$ cat src/rtl/fil_pkg.sv
package fil_pkg;

  // Bridge output pair: bit 0 drives the first phase, bit 1 the second.
  typedef struct packed {
    logic b;
    logic a;
  } phase_pair_t;

  // Bridge drive mode selected by the enable input.
  typedef enum logic {
    MODE_GPO = 1'b0,
    MODE_PWM = 1'b1
  } out_mode_e;

endpackage

$ cat src/rtl/fil_timebase.sv
module fil_timebase #(
  parameter int PERIOD_UNITS = 200,
  parameter int CNT_W        = $clog2(PERIOD_UNITS)
) (
  input  logic             clk,
  input  logic             rst_n,
  input  logic             en,
  input  logic             tick,
  output logic [CNT_W-1:0] unit_cnt,
  output logic             wrap
);

  localparam logic [CNT_W-1:0] LAST_UNIT = CNT_W'(PERIOD_UNITS - 1);

  logic [CNT_W-1:0] cnt_q, cnt_d;
  logic             cnt_ce;

  // Counter only moves on a scan tick or when drive is switched off.
  assign cnt_ce = !en || tick;
  assign wrap   = en && tick && (cnt_q == LAST_UNIT);

  always_comb begin
    cnt_d = cnt_q;
    if (!en) begin
      cnt_d = '0;
    end else if (tick) begin
      cnt_d = (cnt_q == LAST_UNIT) ? '0 : cnt_q + 1'b1;
    end
  end

  always_ff @(posedge clk or negedge rst_n) begin
    if (!rst_n) begin
      cnt_q <= '0;
    end else if (cnt_ce) begin
      cnt_q <= cnt_d;
    end
  end

  assign unit_cnt = cnt_q;


  cnt_range_chk: assert property (@(posedge clk) disable iff (!rst_n)
    cnt_q <= LAST_UNIT);


  cnt_hold_chk: assert property (@(posedge clk) disable iff (!rst_n)
    (en && !tick) |=> (cnt_q == $past(cnt_q)));


  cnt_idle_zero_chk: assert property (@(posedge clk) disable iff (!rst_n)
    !en |=> (cnt_q == '0));

endmodule

$ cat src/rtl/fil_duty_shadow.sv
module fil_duty_shadow #(
  parameter int DUTY_W   = 8,
  parameter int DUTY_MAX = 198
) (
  input  logic              clk,
  input  logic              rst_n,
  input  logic              en,
  input  logic              wrap,
  input  logic [DUTY_W-1:0] duty_in,
  output logic [DUTY_W-1:0] on_first,
  output logic [DUTY_W-1:0] on_second
);

  localparam logic [DUTY_W-1:0] DUTY_MAX_C = DUTY_W'(DUTY_MAX);

  logic [DUTY_W-1:0] shadow_q, shadow_d;
  logic [DUTY_W-1:0] duty_clamped;
  logic              shadow_ce;
  logic [DUTY_W:0]   round_up;

  assign duty_clamped = (duty_in > DUTY_MAX_C) ? DUTY_MAX_C : duty_in;

  // Load while idle (so enabling starts fresh) or at the period boundary.
  assign shadow_ce = !en || wrap;

  always_comb begin
    shadow_d = shadow_q;
    if (shadow_ce) begin
      shadow_d = duty_clamped;
    end
  end

  always_ff @(posedge clk or negedge rst_n) begin
    if (!rst_n) begin
      shadow_q <= '0;
    end else if (shadow_ce) begin
      shadow_q <= shadow_d;
    end
  end

  // Odd duty: the extra unit goes to the first half.
  assign round_up  = {1'b0, shadow_q} + 1'b1;
  assign on_first  = round_up[DUTY_W:1];
  assign on_second = {1'b0, shadow_q[DUTY_W-1:1]};


  shadow_range_chk: assert property (@(posedge clk) disable iff (!rst_n)
    shadow_q <= DUTY_MAX_C);


  shadow_hold_chk: assert property (@(posedge clk) disable iff (!rst_n)
    (en && !wrap) |=> $stable(shadow_q));

endmodule

$ cat src/rtl/fil_phase_gen.sv
module fil_phase_gen
  import fil_pkg::*;
#(
  parameter int PERIOD_UNITS = 200,
  parameter int CNT_W        = $clog2(PERIOD_UNITS),
  parameter int DUTY_W       = 8
) (
  input  logic              clk,
  input  logic              rst_n,
  input  logic              en,
  input  logic [CNT_W-1:0]  unit_cnt,
  input  logic [DUTY_W-1:0] on_first,
  input  logic [DUTY_W-1:0] on_second,
  input  logic [1:0]        gpo,
  output phase_pair_t       phases
);

  localparam int CW   = (CNT_W > DUTY_W) ? CNT_W : DUTY_W;
  localparam int HALF = PERIOD_UNITS / 2;
  localparam logic [CNT_W-1:0] HALF_C = CNT_W'(HALF);

  logic [1:0]  pwm_raw;
  logic        upper_half;
  phase_pair_t out_q, out_d;
  out_mode_e   mode_q, mode_d;

  assign upper_half = (unit_cnt >= HALF_C);

  // One comparator per phase; phase g owns half-period g.
  for (genvar g = 0; g < 2; g++) begin : g_phase
    logic [CNT_W-1:0]  offset;
    logic [DUTY_W-1:0] on_units;
    logic              in_half;

    assign in_half  = (g == 0) ? !upper_half : upper_half;
    assign offset   = (g == 0) ? unit_cnt : unit_cnt - HALF_C;
    assign on_units = (g == 0) ? on_first : on_second;
    assign pwm_raw[g] = in_half && (CW'(offset) < CW'(on_units));
  end

  always_comb begin
    mode_d = en ? MODE_PWM : MODE_GPO;
    if (en) begin
      out_d.a = pwm_raw[0];
      out_d.b = pwm_raw[1];
    end else begin
      out_d.a = gpo[0];
      out_d.b = gpo[1];
    end
  end

  always_ff @(posedge clk or negedge rst_n) begin
    if (!rst_n) begin
      out_q  <= '0;
      mode_q <= MODE_GPO;
    end else begin
      out_q  <= out_d;
      mode_q <= mode_d;
    end
  end

  assign phases = out_q;


  no_overlap_chk: assert property (@(posedge clk) disable iff (!rst_n)
    (mode_q == MODE_PWM) |-> !(out_q.a && out_q.b));


  dead_time_chk: assert property (@(posedge clk) disable iff (!rst_n)
    ((mode_q == MODE_PWM) && ($past(mode_q) == MODE_PWM) && $past(out_q.a))
      |-> !out_q.b);


  half_owner_chk: assert property (@(posedge clk) disable iff (!rst_n)
    (en && upper_half) |=> !out_q.a);

endmodule

$ cat src/rtl/fil_bridge_pwm.sv
module fil_bridge_pwm
  import fil_pkg::*;
#(
  parameter int PERIOD_UNITS = 200,
  parameter int DEAD_UNITS   = 1,
  parameter int DUTY_W       = 8
) (
  input  logic              clk,
  input  logic              rst_n,
  input  logic              scan_tick,
  input  logic              fil_en,
  input  logic [DUTY_W-1:0] duty,
  input  logic [1:0]        gpo,
  output logic              phase_a,
  output logic              phase_b
);

  localparam int CNT_W    = $clog2(PERIOD_UNITS);
  localparam int DUTY_MAX = PERIOD_UNITS - 2 * DEAD_UNITS;

  logic [1:0]        rst_sync_q;
  logic              rst_int_n;
  logic [CNT_W-1:0]  unit_cnt;
  logic              wrap;
  logic [DUTY_W-1:0] on_first, on_second;
  phase_pair_t       phases;

  // Asynchronous assertion, synchronous release.
  always_ff @(posedge clk or negedge rst_n) begin
    if (!rst_n) begin
      rst_sync_q <= '0;
    end else begin
      rst_sync_q <= {rst_sync_q[0], 1'b1};
    end
  end
  assign rst_int_n = rst_sync_q[1];

  fil_timebase #(
    .PERIOD_UNITS (PERIOD_UNITS),
    .CNT_W        (CNT_W)
  ) u_timebase (
    .clk      (clk),
    .rst_n    (rst_int_n),
    .en       (fil_en),
    .tick     (scan_tick),
    .unit_cnt (unit_cnt),
    .wrap     (wrap)
  );

  fil_duty_shadow #(
    .DUTY_W   (DUTY_W),
    .DUTY_MAX (DUTY_MAX)
  ) u_shadow (
    .clk       (clk),
    .rst_n     (rst_int_n),
    .en        (fil_en),
    .wrap      (wrap),
    .duty_in   (duty),
    .on_first  (on_first),
    .on_second (on_second)
  );

  fil_phase_gen #(
    .PERIOD_UNITS (PERIOD_UNITS),
    .CNT_W        (CNT_W),
    .DUTY_W       (DUTY_W)
  ) u_phase (
    .clk       (clk),
    .rst_n     (rst_int_n),
    .en        (fil_en),
    .unit_cnt  (unit_cnt),
    .on_first  (on_first),
    .on_second (on_second),
    .gpo       (gpo),
    .phases    (phases)
  );

  assign phase_a = phases.a;
  assign phase_b = phases.b;


  gpo_follow_chk: assert property (@(posedge clk) disable iff (!rst_int_n)
    !fil_en |=> ({phase_b, phase_a} == $past(gpo)));


  always_comb begin
    if (!rst_n) begin
      reset_low_chk: assert (!phase_a && !phase_b || $isunknown(rst_n));
    end
  end

endmodule

$ cat config.mk
export PLATFORM = sky130hd
export DESIGN_NAME = fil_bridge_pwm
export DESIGN_NICKNAME = d
export VERILOG_FILES = /design/src/rtl/fil_pkg.sv /design/src/rtl/fil_timebase.sv /design/src/rtl/fil_duty_shadow.sv /design/src/rtl/fil_phase_gen.sv /design/src/rtl/fil_bridge_pwm.sv
export SDC_FILE = /design/constraint.sdc
export NUM_CORES = 1
export LEC_CHECK = 0
export ABC_AREA = 1
export CORE_AREA = 8 8 77 93
export CTS_CLUSTER_SIZE = 25
export DETAILED_ROUTE_END_ITERATION = 10
export DIE_AREA = 0 0 85 101
export SKIP_LAST_GASP = 1
export SLEW_MARGIN = 20
export SYNTH_ARGS = -nofsm -noshare
export SYNTH_HDL_FRONTEND = slang
export SYNTH_SLANG_ARGS = --single-unit
$ cat constraint.sdc
create_clock -name clk -period 0.95 [get_ports clk]
set_input_delay 0.095 -clock clk [delete_from_list [all_inputs] [get_ports clk]]
set_output_delay 0.095 -clock clk [all_outputs]
set_load 0.1 [all_outputs]
# Word level (Yosys, flattened, before mapping)
# Cells that the tools add are included.
classes:
  addsub: 3
  mul: 0
  n_div: 0
  n_lt_le_gt_ge: 4
  eq_ne: 2
  n_shift: 0
  mux: 5
  bitwise_logic: 0
  n_reduce_logical: 9
ops:
  columns: ["operator", "n"]
  rows:
  - ["$mux W8", 4]
  - ["$add A8 B1 Y9 const B", 1]
  - ["$add A8 B1 Y8 const B", 1]
  - ["$eq A8 B8 Y1 const B", 1]
  - ["$ge A8 B7 Y1 const B", 1]
  - ["$gt A8 B8 Y1 const B", 1]
  - ["$lt A8 B7 Y1", 1]
  - ["$lt A8 B8 Y1", 1]
  - ["$sub A8 B7 Y8 const B", 1]
  - ["$logic_and A1 B1 Y1", 4]
  - ["$logic_not A1 Y1", 2]
  - ["$logic_or A1 B1 Y1", 2]
  - ["$mux W2", 1]
  - ["$ne A2 B2 Y1 const B", 1]
  - ["$reduce_and A2 Y1", 1]
word_totals:
  reg_bits: 20
  latch_bits: 0
  ram_bits: 0
  romBits: 0
  in_bits: 14
  output_inout_bits: 2
  word_cells: 28
  mem_count: 0

# Depth between registers and ports, before layout
# Gate-level depths: netlist of run 1.
logic_depth:
  depth_word: 4
  depth_mapped: 13
  mapped_depth_nobuf: 13

# Hierarchy
# Synthesis of run 1 repeated with hierarchy kept, for this count alone.
hier_totals:
  hier_cells: 260
  hier_area_um2: 1771.7
modules_own_cells:
  columns: ["module", "instances", "cells_each", "area_each_um2", "seq_area_each_um2"]
  rows:
  - ["fil_phase_gen", 1, 111, 633.1, 50.0]
  - ["fil_duty_shadow", 1, 77, 578.1, 200.2]
  - ["fil_timebase", 1, 69, 506.7, 200.2]
  - ["fil_bridge_pwm", 1, 3, 53.8, 50.0]

# Least setup slack after synthesis of run 1
# No wires, ideal clock.
synth_timing:
  path_kind: "register -> register"
  start: "register u_shadow.shadow_q[1]"
  end: "register u_phase.out_q (netlist bit u_phase.phases[0])"
  setup_ns: 0.065
  arrival_ns: 1.669
  required_ns: 0.885
  path_slack_ns: -0.784
  path_stages_with_launch: 12
  n_path_buf: 0
  period_less_slack_ns: 1.734
  cell_sequence: "dfrtp_1 ha_1 nand3_1 nor2_1 nand2_1 xor2_1 ha_1 a21oi_1 nor2_1 o21ai_0 nand3_1 nand2_1"
synth_rtl:
  columns: ["item", "line_no", "rtl"]
  rows:
  - ["from (decl)", "fil_duty_shadow.sv:16", "logic [DUTY_W-1:0] shadow_q, shadow_d;"]
  - ["from (signal assigned)", "fil_duty_shadow.sv:37", "shadow_q <= shadow_d;"]
  - ["to (signal assigned)", "fil_phase_gen.sv:57", "out_q <= out_d;"]
  - ["to (decl)", "fil_phase_gen.sv:24", "phase_pair_t out_q, out_d;"]

==> metrics.txt, run 1 <==
final worst slack -790 ps; CP delay by family, top adder cells; Avg Cell Area, Syn 8.03 µm²; die area 0.00859 mm²; Worst Path Arrival 1940 ps; met2 WL post-DR 2080 µm; cell mode on critical path nand2_1; Ys Warns 0; sequence of cells on the critical path ha_2 -> nand3_2 -> nor2_2 -> nand2_1 -> xor2_1 -> ha_1 -> a21oi_1 -> nor2_1 -> o21ai_1 -> nand3_1 -> nand2_1; drt pass-1 iters 4; worst-case clock buffer depth 2; peak ir drop on the vdd network 403 µV; layout cells sized above 1 0.439; power per cell area 959 mW/mm²; Critical path buffers and inverters 0; GRT Util Overall 0.0918; CTS tree yes; worst r2r path cells 11; area grow syn2layout 65.0%; Cell Rows 31; R2R Path End u_phase.phases[0]; Worst path max stage delay 370 ps; initial core utilization 0.257; aggregate routed wire length 3810 µm; H-Tree Depth 1; DR WL met3 113 µm; WP data required 1150 ps; routed vias/inst 4.37; highest metal used met4; Synth top area share 0.337; IO Count 16; Buffers on Ports 15; GPL Wtd Cong 0.841; post-synth net total 218; DRC Markers 0; Yosys reg bits 20; pre-CTS setup slack -781 ps; Min-Delay Path Class reg2async; Slowest-stage cell, CP dfrtp_1; Final Hold Violating Endpoints 0; Layout Skew 3.81 ps; largest net degree at the start of global routing 19; final setup fails 18; Skew-Pair Late Insertion Delay 260 ps; largest area contributor in the netlist dfrtp_1; Worst setup SP type flip-flop; FMAX 575 MHz; Post-synth ARST share 1.00; unique cell type count in the Yosys netlist 26; CTS root buffer clkbuf_8; Sum Neg Setup Slack -8680 ps; first-pass GRT wire length 6430 µm; Clock Pin Slew Worst Setup and Hold Paths 80 ps; CTS sink count 20; ANT cells 0; worst-path fanout max 3; flop-to-flop setup slack -790 ps; Final Slew Violations 0; routed vias 1434; post-route clock period utilization 1.83; Die Height 101 µm; number of fillers in the final layout 562; ANT nets after route 0; EDFF count, synth 0; Post-synth top flop dfrtp_1; Core Util, Final 0.424; global route overflow 0; Area contributors post-synth dfrtp_1, ha_1, nand2_1; Max-Cap Viols 0; failing checks negative setup slack; dpl hpwl 2960 µm; die width 85 µm; Synth Instances 185; wl on met1 1600 µm; DR iter-0 viols 38; crit end category flip-flop; number of global-route vias before repair 1496; Final Critical Period 1740 ps; Leakage 1.20 nW; WL per Instance 11.6 µm; run status finished with violations; nets 297; WS Path Type reg2reg; initial antenna violation count 0; total CTS buffers 3; RSZ-0062 raised after global routing yes; core area 0.00578 mm²; Cell Area, Synth 0.00149 mm²; total power 2.35 mW; sequential area share after synthesis 0.337; Reg2Reg Launch Point u_shadow.shadow_q[1]
## worst max path at each step
| stage | startpoint | endpoint | slack (ps) | cells after the start |
|---|---|---|---|---|
| 2_1_floorplan | u_shadow.shadow_q[1] | u_phase.phases[0] | -750 | 11 |
| 3_3_place_gp | u_shadow.shadow_q[0] | u_phase.phases[0] | -770 | 11 |
| 3_5_place_dp | u_shadow.shadow_q[0] | u_phase.phases[0] | -780 | 11 |
| 4_1_cts | u_shadow.shadow_q[1] | u_phase.phases[0] | -780 | 11 |
| 5_1_grt | u_shadow.shadow_q[0] | u_phase.phases[0] | -940 | 11 |
| 6_report | u_shadow.shadow_q[1] | u_phase.phases[0] | -790 | 11 |
## flip-flops by register name, indices dropped and copies added (netlist names)
name,count
rst_sync_q,2
u_phase.phases,2
u_shadow.shadow_q,8
u_timebase.unit_cnt,8
## what timing repair did
action / 4_1_cts / 5_1_grt
setup buffers: 3 / 9
gates resized for setup: 24 / 24
pin swaps: 9 / 21
endpoints found under the hold margin: 2 / 0
hold buffers: 1 / 0
gates cloned: 0 / 0
setup endpoints to repair: 18 / 18
## stage by stage
step	hold slack, ps	cell area (µm²)	std cells
CTS	212	2330	321
detailed placement	204	2150	314
global placement	203	2150	314
global route	235	2450	328
floorplan	-201	1540	185
finish	205	2450	328
## final cells by class
cell class              instances  area [µm²]  area share
well taps                      66        82.6      0.0337
repair buffers                 76         677       0.276
multi-input cells             137        1040       0.422
flip-flops and latches         20         503       0.205
inverters                      26         113      0.0459
clock buffers                   3        41.3      0.0168
## report_power, final
group | leakage, nW | switching, mW | internal, mW
combinational | 0.927 | 0.392 | 0.433
sequential | 0.251 | 0.0472 | 0.910
clock | 0.0216 | 0.287 | 0.282
total | 1.20 | 0.726 | 1.63
## cells in the final DEF, fill, tap and decap left out, types with 5 or more instances in the layout
cell,instances
ha_1,11
buf_6,11
o21ai_2,5
buf_4,49
nand3_1,9
nand2_1,37
clkdlybuf4s50_1,11
nor2_1,9
xor2_1,11
o21ai_1,6
nand2_2,6
a21oi_1,5
dfrtp_1,18
inv_2,5
nor2_2,5
inv_1,16
## kinds of logic after synthesis
family / share of synthesized area
AOI/OAI and AO/OA: 0.0867
xor gates and xnor gates: 0.0825
adders and majority gates: 0.160
buffers and inverters: 0.0774
DFF: 0.337
other: 0.00252
and+or+nand+nor: 0.254
## synthesized netlist by cell type (2+ instances only)
master / count
nand2_1: 42
dfrtp_1: 20
inv_1: 24
nand4_1: 4
nor3_1: 2
o21ai_1: 2
nor2_4: 2
ha_1: 19
nand3_1: 13
xor2_1: 12
a21oi_1: 6
nor2_1: 14
xnor2_1: 2
o22ai_1: 3
o21ai_0: 9
## metal layers
metal  GRT usage  up-vias
li1            -      754
met1      0.0932      670
met2       0.179        8
met3      0.0188        2
met4      0.0316        0
met5           0        -
Note: power is estimated with default switching activity, not from simulation.
==> inputs of run 2 (changes only) <==
- CTS_CLUSTER_SIZE: 25 -> not set
- MAX_ROUTING_LAYER: not set -> met4
==> run 2 against run 1 <==
  * Register-to-register slack got worse by 20 ps
  * Combinational power increased by 4.4%
  * Via count increased by 2.3%
  * Critical path type unchanged
  * Critical path depth unchanged
  * Non-clock buffer count increased by 3
  * The flow still finishes with violations (negative setup slack)
  * Largest power group unchanged
  * Sequential power about the same
  * Critical endpoint unchanged
  * Sequential share of layout area decreased by 0.31 points
  * Count of clock-buffer cells in the layout unchanged
  * Global-route usage increased by 0.74 points
==> metrics.txt, run 2 (synthesized netlist as in run 1, its figures left out) <==
Cell Rows 31; CTS tree yes; worst-path fanout max 3; DRC Markers 0; crit end category flip-flop; Min-Delay Path Class reg2async; H-Tree Depth 1; Sum Neg Setup Slack -9010 ps; area grow syn2layout 67.5%; aggregate routed wire length 3880 µm; layout cells sized above 1 0.438; Clock Pin Slew Worst Setup and Hold Paths 70 ps; GRT Util Overall 0.0991; worst-case clock buffer depth 2; final worst slack -810 ps; Leakage 1.22 nW; die width 85 µm; dpl hpwl 2900 µm; RSZ-0062 raised after global routing yes; nets 300; Final Critical Period 1760 ps; WP data required 1150 ps; final setup fails 18; failing checks negative setup slack; Worst path max stage delay 370 ps; Layout Skew 1.62 ps; routed vias 1467; peak ir drop on the vdd network 405 µV; post-route clock period utilization 1.85; Slowest-stage cell, CP dfrtp_1; pre-CTS setup slack -804 ps; GPL Wtd Cong 0.841; WS Path Type reg2reg; CTS sink count 20; initial core utilization 0.257; number of global-route vias before repair 1557; Final Slew Violations 0; drt pass-1 iters 4; Buffers on Ports 15; Worst Path Arrival 1960 ps; ANT nets after route 0; Skew-Pair Late Insertion Delay 260 ps; DR iter-0 viols 23; CP delay by family, top adder cells; WL per Instance 11.7 µm; sequence of cells on the critical path ha_2 -> nand3_2 -> nor2_2 -> nand2_1 -> xor2_1 -> ha_1 -> a21oi_1 -> nor2_1 -> o21ai_1 -> nand3_1 -> nand2_1; Final Hold Violating Endpoints 0; Critical path buffers and inverters 0; power per cell area 958 mW/mm²; largest net degree at the start of global routing 19; die area 0.00859 mm²; routed vias/inst 4.43; CTS root buffer clkbuf_8; initial antenna violation count 0; multi-input logic area 0.00103 mm²; most frequent cells in the layout buf_4, nand2_1, dfrtp_1, inv_1; Worst setup SP type flip-flop; ANT cells 0; cell mode on critical path nand2_1; number of fillers in the final layout 560; core area 0.00578 mm²; FMAX 568 MHz; total area of sequential cells 503 µm²; IO Count 16; run status finished with violations; commonest non-fill, non-tap cell in the layout buf_4; total CTS buffers 3; global route overflow 0; Max-Cap Viols 0; Die Height 101 µm; first-pass GRT wire length 6670 µm
run 2: cell count changes in the layout (fill, tap and decap cells not counted), moves of 2 or more:
cell and delta:
buf_12 +2, buf_4 +4, buf_6 -4, nor2_1 +2
nor2_2 -2
run 2: through the flow:
stage               std cells  hold WS, ps  utilization  area, µm²  power (mW)
global route              331          229        0.431       2490        2.54
finish                    331          201        0.431       2490        2.38
CTS                       325          212        0.405       2340        2.35
floorplan                 185         -201            -       1540        1.33
global placement          315          204        0.376       2170        1.69
detailed placement        315          205        0.376       2170        1.70
run 2: cell type report:
type,instances,area share
Multi-Input combinational cell,137,0.413
Sequential cell,20,0.202
Inverter,26,0.0482
Tap cell,66,0.0332
Clock buffer,3,0.0166
Timing Repair Buffer,79,0.287
run 2: worst paths after layout:
check	to	from	cells past startpoint	slack [ps]
max reg2reg	u_phase.phases[0]	u_shadow.shadow_q[0]	11	-810
min in group clk	u_phase.phases[1]	fil_en	5	300
min	u_timebase.unit_cnt[0]	rst_sync_q[1]	1	200
min reg2reg	u_timebase.unit_cnt[0]	rst_sync_q[1]	1	200
max in group asynchronous	rst_sync_q[0]	rst_n	2	300
max	u_phase.phases[0]	u_shadow.shadow_q[0]	11	-810
run 2: report_power, final:
group	switching (mW)	internal [mW]	total [mW]
registers	0.0461	0.910	0.956
clock network	0.284	0.283	0.567
logic	0.405	0.456	0.861
run 2: repair_timing:
action	4_1_cts	5_1_grt
setup endpoints to repair	18	19
gates resized for setup	14	30
hold endpoints to repair	2	0
buffers inserted	6	6
pin swaps	10	12
hold buffers	1	0
run 2: metal layers:
layer | vias up | track usage | routed length [µm]
met5 | - | - | 0
met4 | 0 | 0.0536 | 70
met3 | 7 | 0.0179 | 105
met2 | 16 | 0.187 | 2200
met1 | 681 | 0.0926 | 1500
li1 | 763 | - | -
==> inputs of run 3 (changes only) <==
- ABC_CLOCK_PERIOD_IN_PS: not set -> 950
- CTS_CLUSTER_SIZE: not set -> 25
==> results of run 3 <==
The final DEF is identical to that of run 2; final timing and power are the same.
